===== config.mk =====
export PLATFORM = sky130hd
export DESIGN_NAME = cpu_ctrl_regs
export DESIGN_NICKNAME = d
export VERILOG_FILES = /design/src/rtl/crf_pkg.sv /design/src/rtl/crf_status.sv /design/src/rtl/crf_vector.sv /design/src/rtl/crf_bank.sv /design/src/rtl/cpu_ctrl_regs.sv
export SDC_FILE = /design/constraint.sdc
export NUM_CORES = 1
export LEC_CHECK = 0
export BUFFER_PORTS_ARGS = -buffer_cell sky130_fd_sc_hd__buf_2
export CAP_MARGIN = 20
export CORE_AREA = 8 8 179 181
export CTS_CLUSTER_SIZE = 30
export DETAILED_ROUTE_END_ITERATION = 12
export DIE_AREA = 0 0 187 189
export PLACE_DENSITY = 0.68
export SLEW_MARGIN = 40
export SYNTH_ARGS = -nofsm -noshare
export SYNTH_HDL_FRONTEND = slang
export SYNTH_SLANG_ARGS = --single-unit
export TNS_END_PERCENT = 100

===== constraint.sdc =====
create_clock -name clk -period 3.24 [get_ports clk]
set_input_delay 0.486 -clock clk [delete_from_list [all_inputs] [get_ports clk]]
set_output_delay 0.486 -clock clk [all_outputs]
set_load 0.05 [all_outputs]

===== src/rtl/crf_pkg.sv =====
package crf_pkg;

    localparam int CR_W     = 16;
    localparam int CR_IDX_W = 4;

    localparam logic [3:0] CR_STAT   = 4'd0;
    localparam logic [3:0] CR_BSTAT  = 4'd1;
    localparam logic [3:0] CR_PC     = 4'd2;
    localparam logic [3:0] CR_BPC    = 4'd3;
    localparam logic [3:0] CR_RCNT   = 4'd7;
    localparam logic [3:0] CR_RSTART = 4'd8;
    localparam logic [3:0] CR_REND   = 4'd9;
    localparam logic [3:0] CR_MODS   = 4'd10;
    localparam logic [3:0] CR_MODE   = 4'd11;
    localparam logic [3:0] CR_BRK    = 4'd14;

    localparam logic [15:0] STAT_RSVD  = 16'h4032;
    localparam logic [15:0] STAT_KEEP  = 16'h8000;
    localparam logic [15:0] VEC_TRAP0  = 16'hFFC4;
    localparam logic [15:0] VEC_RSVD   = 16'hFFC2;
    localparam logic [15:0] VEC_ADDR   = 16'hFFC3;
    localparam logic [15:0] VEC_DBG    = 16'hFFD5;
    localparam logic [3:0]  TRAP_SYSCALL = 4'd15;

    typedef enum logic [1:0] {
        EVK_TRAP      = 2'd0,
        EVK_RSVD_INSN = 2'd1,
        EVK_ADDR_ERR  = 2'd2,
        EVK_DBG_TRAP  = 2'd3
    } evt_kind_e;

    typedef struct packed {
        logic sup;   // 15
        logic ea;    // 13
        logic db;    // 12
        logic dm;    // 11
        logic ie;    // 10
        logic rp;    // 9
        logic md;    // 8
        logic xm;    // 7 extended mode
        logic ss;    // 6 stack select
        logic fa;    // 3
        logic fb;    // 2
        logic cy;    // 0
    } stat_flags_t;

    function automatic stat_flags_t stat_unpack(logic [15:0] w);
        stat_flags_t f;
        f.sup = w[15];
        f.ea  = w[13];
        f.db  = w[12];
        f.dm  = w[11];
        f.ie  = w[10];
        f.rp  = w[9];
        f.md  = w[8];
        f.xm  = w[7];
        f.ss  = w[6];
        f.fa  = w[3];
        f.fb  = w[2];
        f.cy  = w[0];
        return f;
    endfunction

    function automatic logic [15:0] stat_pack(stat_flags_t f);
        logic [15:0] w;
        w     = '0;
        w[15] = f.sup;
        w[13] = f.ea;
        w[12] = f.db;
        w[11] = f.dm;
        w[10] = f.ie;
        w[9]  = f.rp;
        w[8]  = f.md;
        w[7]  = f.xm;
        w[6]  = f.ss;
        w[3]  = f.fa;
        w[2]  = f.fb;
        w[0]  = f.cy;
        return w;
    endfunction

    function automatic logic [15:0] cr_store(logic [3:0] idx, logic [15:0] v);
        logic [15:0] r;
        case (idx)
            CR_STAT, CR_BSTAT: r = v & ~STAT_RSVD;
            CR_MODS, CR_MODE:  r = v & 16'hFFFE;
            default:           r = v;
        endcase
        return r;
    endfunction

endpackage


===== src/rtl/crf_status.sv =====
module crf_status
    import crf_pkg::*;
(
    input  logic        clk,
    input  logic        rst,
    input  logic        wr_en,
    input  logic [15:0] wr_val,
    input  logic        trap_clr,
    output logic [15:0] stat_word,
    output logic        ill
);
    stat_flags_t flags_q;
    stat_flags_t wr_flags;
    logic        ill_q;

    assign wr_flags = stat_unpack(wr_val);

    always_ff @(posedge clk) begin
        if (rst) begin
            flags_q <= '0;
            ill_q   <= 1'b0;
        end else begin
            ill_q <= 1'b0;
            if (trap_clr) begin
                flags_q     <= '0;
                flags_q.sup <= flags_q.sup;
            end else if (wr_en) begin
                flags_q <= wr_flags;
                ill_q   <= wr_flags.ss && !wr_flags.xm;
            end
        end
    end

    assign stat_word = stat_pack(flags_q);
    assign ill       = ill_q;

    AST_TRAP_KEEPS_SUP: assert property (@(posedge clk) disable iff (rst)
        trap_clr |=> stat_word == ($past(stat_word) & STAT_KEEP));
    AST_ILL_FROM_WRITE: assert property (@(posedge clk) disable iff (rst)
        ill |-> ($past(wr_en) && !$past(trap_clr)));
    AST_ILL_STORED: assert property (@(posedge clk) disable iff (rst)
        ill |-> (stat_word[6] && !stat_word[7]));
endmodule


===== src/rtl/crf_vector.sv =====
module crf_vector
    import crf_pkg::*;
(
    input  logic        evt_req,
    input  logic [1:0]  evt_kind,
    input  logic [3:0]  trap_num,
    output logic        take,
    output logic        syscall,
    output logic [15:0] vec
);
    evt_kind_e kind;
    assign kind = evt_kind_e'(evt_kind);

    always_comb begin
        syscall = evt_req && (kind == EVK_TRAP) && (trap_num == TRAP_SYSCALL);
        take    = evt_req && !syscall;
        case (kind)
            EVK_RSVD_INSN: vec = VEC_RSVD;
            EVK_ADDR_ERR:  vec = VEC_ADDR;
            EVK_DBG_TRAP:  vec = VEC_DBG;
            default:       vec = VEC_TRAP0 + {12'd0, trap_num};
        endcase
    end
endmodule


===== src/rtl/crf_bank.sv =====
module crf_bank
    import crf_pkg::*;
#(
    parameter int W     = CR_W,
    parameter int IDX_W = CR_IDX_W,
    localparam int NREG = 1 << IDX_W
)(
    input  logic                     clk,
    input  logic                     rst,
    input  logic                     wr_en,
    input  logic [IDX_W-1:0]         wr_idx,
    input  logic [W-1:0]             wr_val,
    input  logic                     pc_ld,
    input  logic [W-1:0]             pc_val,
    input  logic                     bpc_ld,
    input  logic [W-1:0]             bpc_val,
    input  logic                     bstat_ld,
    input  logic [W-1:0]             bstat_val,
    output logic [NREG-1:0][W-1:0]   regs_o
);
    assign regs_o[0] = '0;

    for (genvar i = 1; i < NREG; i++) begin : g_reg
        localparam logic [IDX_W-1:0] MY = IDX_W'(i);
        logic [W-1:0] q;
        always_ff @(posedge clk) begin
            if (rst)
                q <= '0;
            else if (MY == CR_PC && pc_ld)
                q <= pc_val;
            else if (MY == CR_BPC && bpc_ld)
                q <= bpc_val;
            else if (MY == CR_BSTAT && bstat_ld)
                q <= cr_store(MY, bstat_val);
            else if (wr_en && wr_idx == MY)
                q <= cr_store(MY, wr_val);
        end
        assign regs_o[i] = q;
    end

    AST_MOD_LSB_ZERO: assert property (@(posedge clk) disable iff (rst)
        !regs_o[CR_MODS][0] && !regs_o[CR_MODE][0]);
    AST_BSTAT_RSVD_ZERO: assert property (@(posedge clk) disable iff (rst)
        (regs_o[CR_BSTAT] & STAT_RSVD) == '0);
endmodule


===== src/rtl/cpu_ctrl_regs.sv =====
module cpu_ctrl_regs
    import crf_pkg::*;
#(
    parameter int DATA_W = CR_W,
    parameter int IDX_W  = CR_IDX_W,
    localparam int NREG  = 1 << IDX_W
)(
    input  logic              clk,
    input  logic              rst,
    input  logic              mt_en,
    input  logic [IDX_W-1:0]  mt_idx,
    input  logic [DATA_W-1:0] mt_data,
    input  logic [IDX_W-1:0]  mf_idx,
    output logic [DATA_W-1:0] mf_data,
    input  logic              dbg_wr,
    input  logic [IDX_W-1:0]  dbg_idx,
    input  logic [DATA_W-1:0] dbg_wdata,
    output logic [DATA_W-1:0] dbg_rdata,
    input  logic              evt_req,
    input  logic [1:0]        evt_kind,
    input  logic [3:0]        trap_num,
    input  logic              rte_req,
    output logic [DATA_W-1:0] pc_o,
    output logic [DATA_W-1:0] psw_o,
    output logic              ill_o,
    output logic              syscall_o
);
    logic                       take, sys_now;
    logic [DATA_W-1:0]          vec;
    logic                       any_wr, gen_wr, st_wr, rte_go;
    logic [IDX_W-1:0]           wr_idx;
    logic [DATA_W-1:0]          wr_val, st_val, stat_word;
    logic [NREG-1:0][DATA_W-1:0] regs;
    logic                       sys_q;

    crf_vector u_vec (
        .evt_req (evt_req),
        .evt_kind(evt_kind),
        .trap_num(trap_num),
        .take    (take),
        .syscall (sys_now),
        .vec     (vec)
    );

    // move-to port wins over the debug port
    assign any_wr = mt_en || dbg_wr;
    assign wr_idx = mt_en ? mt_idx  : dbg_idx;
    assign wr_val = mt_en ? mt_data : dbg_wdata;

    // event > return > writes
    assign rte_go = rte_req && !evt_req;
    assign gen_wr = any_wr && !evt_req && !rte_req;
    assign st_wr  = rte_go || (gen_wr && wr_idx == CR_STAT);
    assign st_val = rte_go ? regs[CR_BSTAT] : wr_val;

    crf_status u_stat (
        .clk      (clk),
        .rst      (rst),
        .wr_en    (st_wr),
        .wr_val   (st_val),
        .trap_clr (take),
        .stat_word(stat_word),
        .ill      (ill_o)
    );

    crf_bank #(.W(DATA_W), .IDX_W(IDX_W)) u_bank (
        .clk      (clk),
        .rst      (rst),
        .wr_en    (gen_wr && wr_idx != CR_STAT),
        .wr_idx   (wr_idx),
        .wr_val   (wr_val),
        .pc_ld    (take || rte_go),
        .pc_val   (take ? vec : regs[CR_BPC]),
        .bpc_ld   (take),
        .bpc_val  (regs[CR_PC] + DATA_W'(1)),
        .bstat_ld (take),
        .bstat_val(stat_word),
        .regs_o   (regs)
    );

    always_ff @(posedge clk) begin
        if (rst) sys_q <= 1'b0;
        else     sys_q <= sys_now;
    end

    assign syscall_o = sys_q;
    assign pc_o      = regs[CR_PC];
    assign psw_o     = stat_word;
    assign mf_data   = (mf_idx  == CR_STAT) ? stat_word : regs[mf_idx];
    assign dbg_rdata = (dbg_idx == CR_STAT) ? stat_word : regs[dbg_idx];

    AST_VECTOR_PC: assert property (@(posedge clk) disable iff (rst)
        take |=> pc_o == $past(vec));
    AST_VECTOR_BPC: assert property (@(posedge clk) disable iff (rst)
        take |=> regs[CR_BPC] == $past(pc_o) + DATA_W'(1));
    AST_RETURN_PC: assert property (@(posedge clk) disable iff (rst)
        (rte_req && !evt_req) |=> pc_o == $past(regs[CR_BPC]));
    AST_SYSCALL_HOLDS: assert property (@(posedge clk) disable iff (rst)
        sys_now |=> ($stable(pc_o) && $stable(psw_o) && $stable(regs[CR_BSTAT])));
    AST_SYSCALL_SRC: assert property (@(posedge clk) disable iff (rst)
        syscall_o |-> $past(evt_req && evt_kind == 2'd0 && trap_num == 4'd15));
endmodule


==> flow_metrics.py, run 1 <==
metrics = {
    "outcome": {
        "status": "finished, final reports clean",
    },
    "placed_design": {
        "gp_congestion": 0.963,
        "numPortBuffers": 117,
        "hpwl_um": 35400,
        "dp_worst_setup_slack_ps": 157,
    },
    "layout": {
        "final_nets": 1628,
        "multi_input_area_um2": 8490,
        "fillers": 2650,
        "syn_to_final_growth_pct": 12.6,
        "drive_above_1_share_pct": 22.9,
        "ff_latch_area_um2": 4960,
    },
    "sta": {
        "rsz0062_at_grt": "no",
        "finalCriticalPeriod_ps": 2960,
        "fmax_mhz": 338,
        "worstMarginPinSlew_ps": 793,
        "hold_viol": 0,
        "setup_slack_ps": 280,
        "slew_headroom_pct": 45.6,
        "finalSetupViolations": 0,
        "final.setup_skew_ps": 18.6,
        "fin_crit_sh_pct": 91.4,
        "final.setup.tns_ps": 0,
        "report.final.slew_viol_count": 0,
    },
    "logic_synthesis": {
        "async_flop_share_pct": 0,
        "yosysSeqAreaShare_pct": 34.4,
        "yosysMostFrequentCell": "a21oi_1",
        "synth.distinct_cells": 59,
        "syn_avg_cell_area_um2": 9.34,
        "syn_area_um2": 14400,
        "synth_edf_count": 0,
        "synth_commonest_cells": "a21oi_1, dfxtp_1, a211oi_1",
        "yosys_warnings": 0,
        "synth_seq_cells": 248,
        "synth_top_area_share_pct": 34.4,
        "yosys.area.top_type": "dfxtp_1",
        "synthCells": 1546,
        "synth_top_flop_cell": "dfxtp_1",
        "synthTopCellsByArea": "dfxtp_1, a211oi_1, mux4_2",
    },
    "global_routing": {
        "grt_max_degree": 94,
        "grt_pass1_wl_um": 78700,
        "antenna_found_initial": 1,
        "gr-usage-all-layers_pct": 27.6,
        "grt_pass1_vias": 13032,
        "gr-total-overflow": 0,
    },
    "critical_path": {
        "cp.required_ps": 2750,
        "crit_slowest_cell": "buf_4",
        "crit_path_cell_trace": "buf_4, buf_4, buf_4, mux4_2, o22a_1, a22o_1, buf_2",
        "rrSetupSlack_ps": 900,
        "crit_path_start_kind": "input pin",
        "arrival_ps": 2470,
        "path_common_cell": "buf_4",
        "critical_path_class": "in2out",
        "end_kind": "output pin",
        "slowest_delay_ps": 350,
        "critPathMaxFanout": 24,
    },
    "hold_path": {
        "min_path_type": "in2reg",
    },
    "route": {
        "drc": 0,
        "via_count": 13745,
        "dr.first_iter.drc_count": 1688,
        "wirelength_um": 51200,
        "first_pass_iters": 6,
        "final_antenna_net_count": 0,
        "viasPerCell": 6.96,
        "post_drt_wl_per_cell_um": 25.9,
    },
    "clock_network": {
        "hold_buffers": 0,
        "clk_path_buf_depth": 3,
        "htree_levels": 1,
        "cts_sinks": 248,
        "clock_latency_ps": 560,
        "clkTransAtPathRegs_ps": 60,
        "root_buffer": "clkbuf_16",
        "post_cts_buffers": 0,
        "cts_tree": "built",
        "cts_made_buffers": 27,
    },
    "power_and_ir_drop": {
        "power_density_nw_per_um2": 463,
        "peakVddDrop_mv": 0.323,
        "power_leakage_nw": 5.63,
    },
    "die": {
        "fp.dieArea_um2": 35300,
        "io_pins": 122,
        "die-height_um": 189,
        "std_cell_rows": 63,
        "start_util_pct": 49.4,
        "core-area_um2": 29200,
        "die_w_um": 187,
    },
    "flow_run": {
        "max_cap_violations": 0,
    },
}
==> layer usage <==
layer	GRT usage (%)	wire [um]
met1	36.5	20500
met2	44.9	23900
met3	4.56	4790
met4	10.4	2000
met5	0	0
==> flip-flops by register name, summed over array words and instances (netlist names) <==
| register | cells |
|---|---|
| u_stat.stat_word | 12 |
| u_stat.ill | 1 |
| syscall_o | 1 |
| u_bank.g.q | 234 |
==> path summary, 6_finish.rpt <==
check                               startpoint  cells past startpoint                                 end
max                                 dbg_idx[0]                      7                        dbg_rdata[3]
min                                        rst                      2   u_bank.g_reg[3].q[6]$_SDFFE_PP0P_
max reg2reg  u_bank.g_reg[2].q[0]$_SDFFE_PP0P_                      5  u_bank.g_reg[3].q[14]$_SDFFE_PP0P_
min reg2reg  u_bank.g_reg[1].q[0]$_SDFFE_PP0P_                      2    u_stat.stat_word[0]$_SDFFE_PP0N_
==> placed cells by master (no fill, tap or decap), drive strengths merged, types with 15 or more instances in the layout <==
| master | n |
|---|---|
| a21oi | 254 |
| dfxtp | 248 |
| a211oi | 227 |
| buf | 206 |
| mux2i | 76 |
| mux4 | 74 |
| nand2 | 64 |
| o21ai | 42 |
| clkbuf | 40 |
| nor2 | 31 |
| mux2 | 31 |
| and3 | 30 |
| o211ai | 17 |
| o31ai | 17 |
| nor3 | 15 |
==> repair_timing <==
item / in CTS / in global routing
endpoints found under the hold margin: 0 / 0
resized for setup: 0 / 1
setup endpoints to repair: 0 / 1
==> through the flow <==
stage	cell area (um^2)	hold slack [ps]	std cells	utilization [%]	total power, mW
after CTS	16200	301	1975	55.5	7.52
after floorplan	14400	453	1549	-	4.10
final	16200	330	1976	55.6	7.52
after global routing	16200	355	1976	55.6	7.73
after detailed placement	15400	492	1927	52.6	4.48
after global placement	15400	480	1927	52.5	4.47
==> worst max-delay path: cells and delay by family <==
family                 cells  cell delay, ps
buffers and inverters      4            1100
AO/OA/AOI/OAI              2             510
multiplexers               1             350
==> cells by family (layout without fill, tap and decap cells) <==
group / after synthesis / in the layout / synth area share, %
buffers and inverters: 228 / 264 / 7.13
other: 1 / 5 / 0.0260
and+or+nand+nor: 201 / 201 / 7.00
AOI/OAI and AO/OA: 672 / 672 / 31.1
DFF: 248 / 248 / 34.4
adders and majority gates: 6 / 6 / 0.520
muxes: 181 / 181 / 19.2
xor gates and xnor gates: 9 / 9 / 0.546
==> layout make-up <==
type                       count  area share (%)
multi-input combinational   1073            52.2
timing repair buffer         206            8.60
clock inverter                 8           0.647
clock buffer                  40            4.70
sequential                   248            30.6
inverter                      10           0.231
antenna                        1          0.0154
tap                          390            3.00
==> power by group <==
group,internal [mW],leakage (nW),total (mW),switching [mW]
Sequential,3.11,2.01,3.19,0.0857
Combinational,0.394,3.19,1.25,0.859
Clock,1.79,0.430,3.08,1.29
Total,5.29,5.63,7.52,2.23
No activity file was read; power rests on OpenSTA's default activity.
==> inputs of run 2 (changes only) <==
Settings changed: PLACE_DENSITY 0.68 to 0.71.
Clock period 3.24 ns to 2.4 ns, I/O delays scaled along.
==> run 2 against run 1 <==
Compared with the run above: the run now ends with DRC, setup timing left; wire length rose by 4.3%; design area rose by 12%; first-iteration DRC count rose by 26%; core utilization rose by 6.6 points; combinational power rose by 67%; critical path type is now reg2out; critical endpoint is now dbg_rdata[14]; highest routed layer unchanged.
==> flow_metrics.py, run 2 (synthesized netlist as in run 1, its figures left out) <==
metrics = {
    "layout": {
        "diodes": 0,
        "largest_register_ff_count": 234,
        "fillers": 2340,
        "syn_to_final_growth_pct": 26.0,
        "final_nets": 1721,
        "stdcell_count": 2069,
        "drive_above_1_share_pct": 33.9,
        "ff_latch_area_um2": 5030,
        "multi_input_area_um2": 8960,
        "max_flop_register": "u_bank.g.q",
        "final_cell_mix": "a21oi_1, a211oi_1, dfxtp_1",
        "final_common_cell": "a21oi_1",
    },
    "power_and_ir_drop": {
        "peakVddDrop_mv": 0.496,
        "power_density_nw_per_um2": 595,
        "totalPowerFinal_mw": 10.8,
        "power_leakage_nw": 6.46,
    },
    "clock_network": {
        "root_buffer": "clkbuf_16",
        "clkTransAtPathRegs_ps": 60,
        "cts_sinks": 248,
        "cts_made_buffers": 28,
        "htree_levels": 1,
        "clk_path_buf_depth": 3,
        "clock_latency_ps": 560,
        "cts_tree": "built",
        "hold_buffers": 0,
    },
    "route": {
        "wirelength_um": 53400,
        "post_drt_wl_per_cell_um": 25.8,
        "drc": 1,
        "final_antenna_net_count": 0,
        "viasPerCell": 7.01,
        "via_count": 14498,
        "first_pass_iters": 12,
        "dr.first_iter.drc_count": 2128,
    },
    "die": {
        "start_util_pct": 49.4,
        "die_w_um": 187,
        "io_pins": 122,
        "fp.dieArea_um2": 35300,
        "die-height_um": 189,
        "std_cell_rows": 63,
        "core-area_um2": 29200,
    },
    "critical_path": {
        "startpoint": "u_bank.g_reg[5].q[14]$_SDFFE_PP0P_",
        "arrival_ps": 2110,
        "cp.required_ps": 2040,
        "r2r_start": "u_bank.g_reg[2].q[2]$_SDFFE_PP0P_",
        "rrSetupSlack_ps": 350,
        "crit_path_start_kind": "register",
        "critical_path_class": "reg2out",
        "reg2reg_to": "u_bank.g_reg[3].q[15]$_SDFFE_PP0P_",
        "ff2ff_path_depth": 5,
        "critPathMaxFanout": 3,
        "end_kind": "output pin",
    },
    "global_routing": {
        "gr-total-overflow": 0,
        "grt_pass1_vias": 13885,
        "grt_max_degree": 206,
        "gr-usage-all-layers_pct": 28.5,
        "antenna_found_initial": 0,
        "grt_pass1_wl_um": 81300,
    },
    "hold_path": {
        "min_to": "u_bank.g_reg[2].q[6]$_SDFFE_PP0P_",
        "hold_path_depth": 2,
        "min_from": "rst",
        "min_path_type": "in2reg",
    },
    "sta": {
        "hold_viol": 0,
        "rsz0062_at_grt": "yes",
        "finalCriticalPeriod_ps": 2470,
        "final.setup_skew_ps": 26.1,
        "worstMarginPinSlew_ps": 751,
        "finalSetupViolations": 14,
        "report.final.slew_viol_count": 0,
        "fmax_mhz": 405,
        "final.setup.tns_ps": -325,
        "holdWs_ps": 52.9,
        "fin_crit_sh_pct": 103,
        "slew_headroom_pct": 48.5,
        "setup_slack_ps": -67.2,
    },
    "placed_design": {
        "numPortBuffers": 117,
        "gp_congestion": 0.951,
        "placedCellCount": 2001,
        "hpwl_um": 36400,
    },
    "flow_run": {
        "max_cap_violations": 0,
    },
    "outcome": {
        "violations": "DRC, setup timing",
        "status": "complete, but fails checks",
    },
}
[run 2: timing repair]
item                                    CTS  global route
endpoints found under the setup margin   32            29
cloned                                    1             1
setup buffers                            11             4
gates resized for setup                 119            59
pin swaps                                20            27
[run 2: worst max path at each step]
| stage | to | cells past startpoint |
|---|---|---|
| finish | dbg_rdata[14] | 5 |
| floorplan | dbg_rdata[1] | 6 |
| detailed placement | dbg_rdata[8] | 7 |
| CTS | dbg_rdata[7] | 5 |
| global placement | dbg_rdata[9] | 8 |
| global route | dbg_rdata[14] | 5 |
[run 2: critical path, stage by stage (launching register included)]
cell and delay [ps]:
dfxtp_2 330, mux4_2 470, mux2_2 290, a22oi_2 220, o21ai_4 90, buf_6 160
[run 2: cell type report]
| type | instances | area share [%] |
|---|---|---|
| timing repair buffer | 298 | 15.0 |
| clock buffer | 39 | 4.41 |
| clock inverter | 11 | 0.812 |
| tap | 390 | 2.68 |
| multi-input combinational | 1073 | 49.3 |
| inverter | 10 | 0.206 |
| sequential | 248 | 27.7 |
[run 2: routing by layer]
layer	global-route usage, %	share of wire [%]	up-vias	routed length [um]
li1	-	-	6233	-
met1	36.3	38	7112	20200
met2	46.5	47	954	25000
met3	5.46	11	199	5660
met4	12.5	4.7	0	2530
met5	0	0	-	0
[run 2: through the flow]
step	util, %	setup WS (ps)	cell area, um^2
floorplan	-	-57.1	14600
global placement	56.2	-103	16400
detailed placement	56.2	-127	16400
CTS	61.2	-53.7	17900
global route	62.2	-104	18200
finish	62.2	-67.2	18200
[run 2: where the power goes]
| group | switching, mW | leakage (nW) | internal, mW |
|---|---|---|---|
| sequential | 0.0905 | 2.02 | 4.19 |
| clock | 1.79 | 0.467 | 2.65 |
| combinational | 1.30 | 3.97 | 0.787 |
| total | 3.18 | 6.46 | 7.63 |
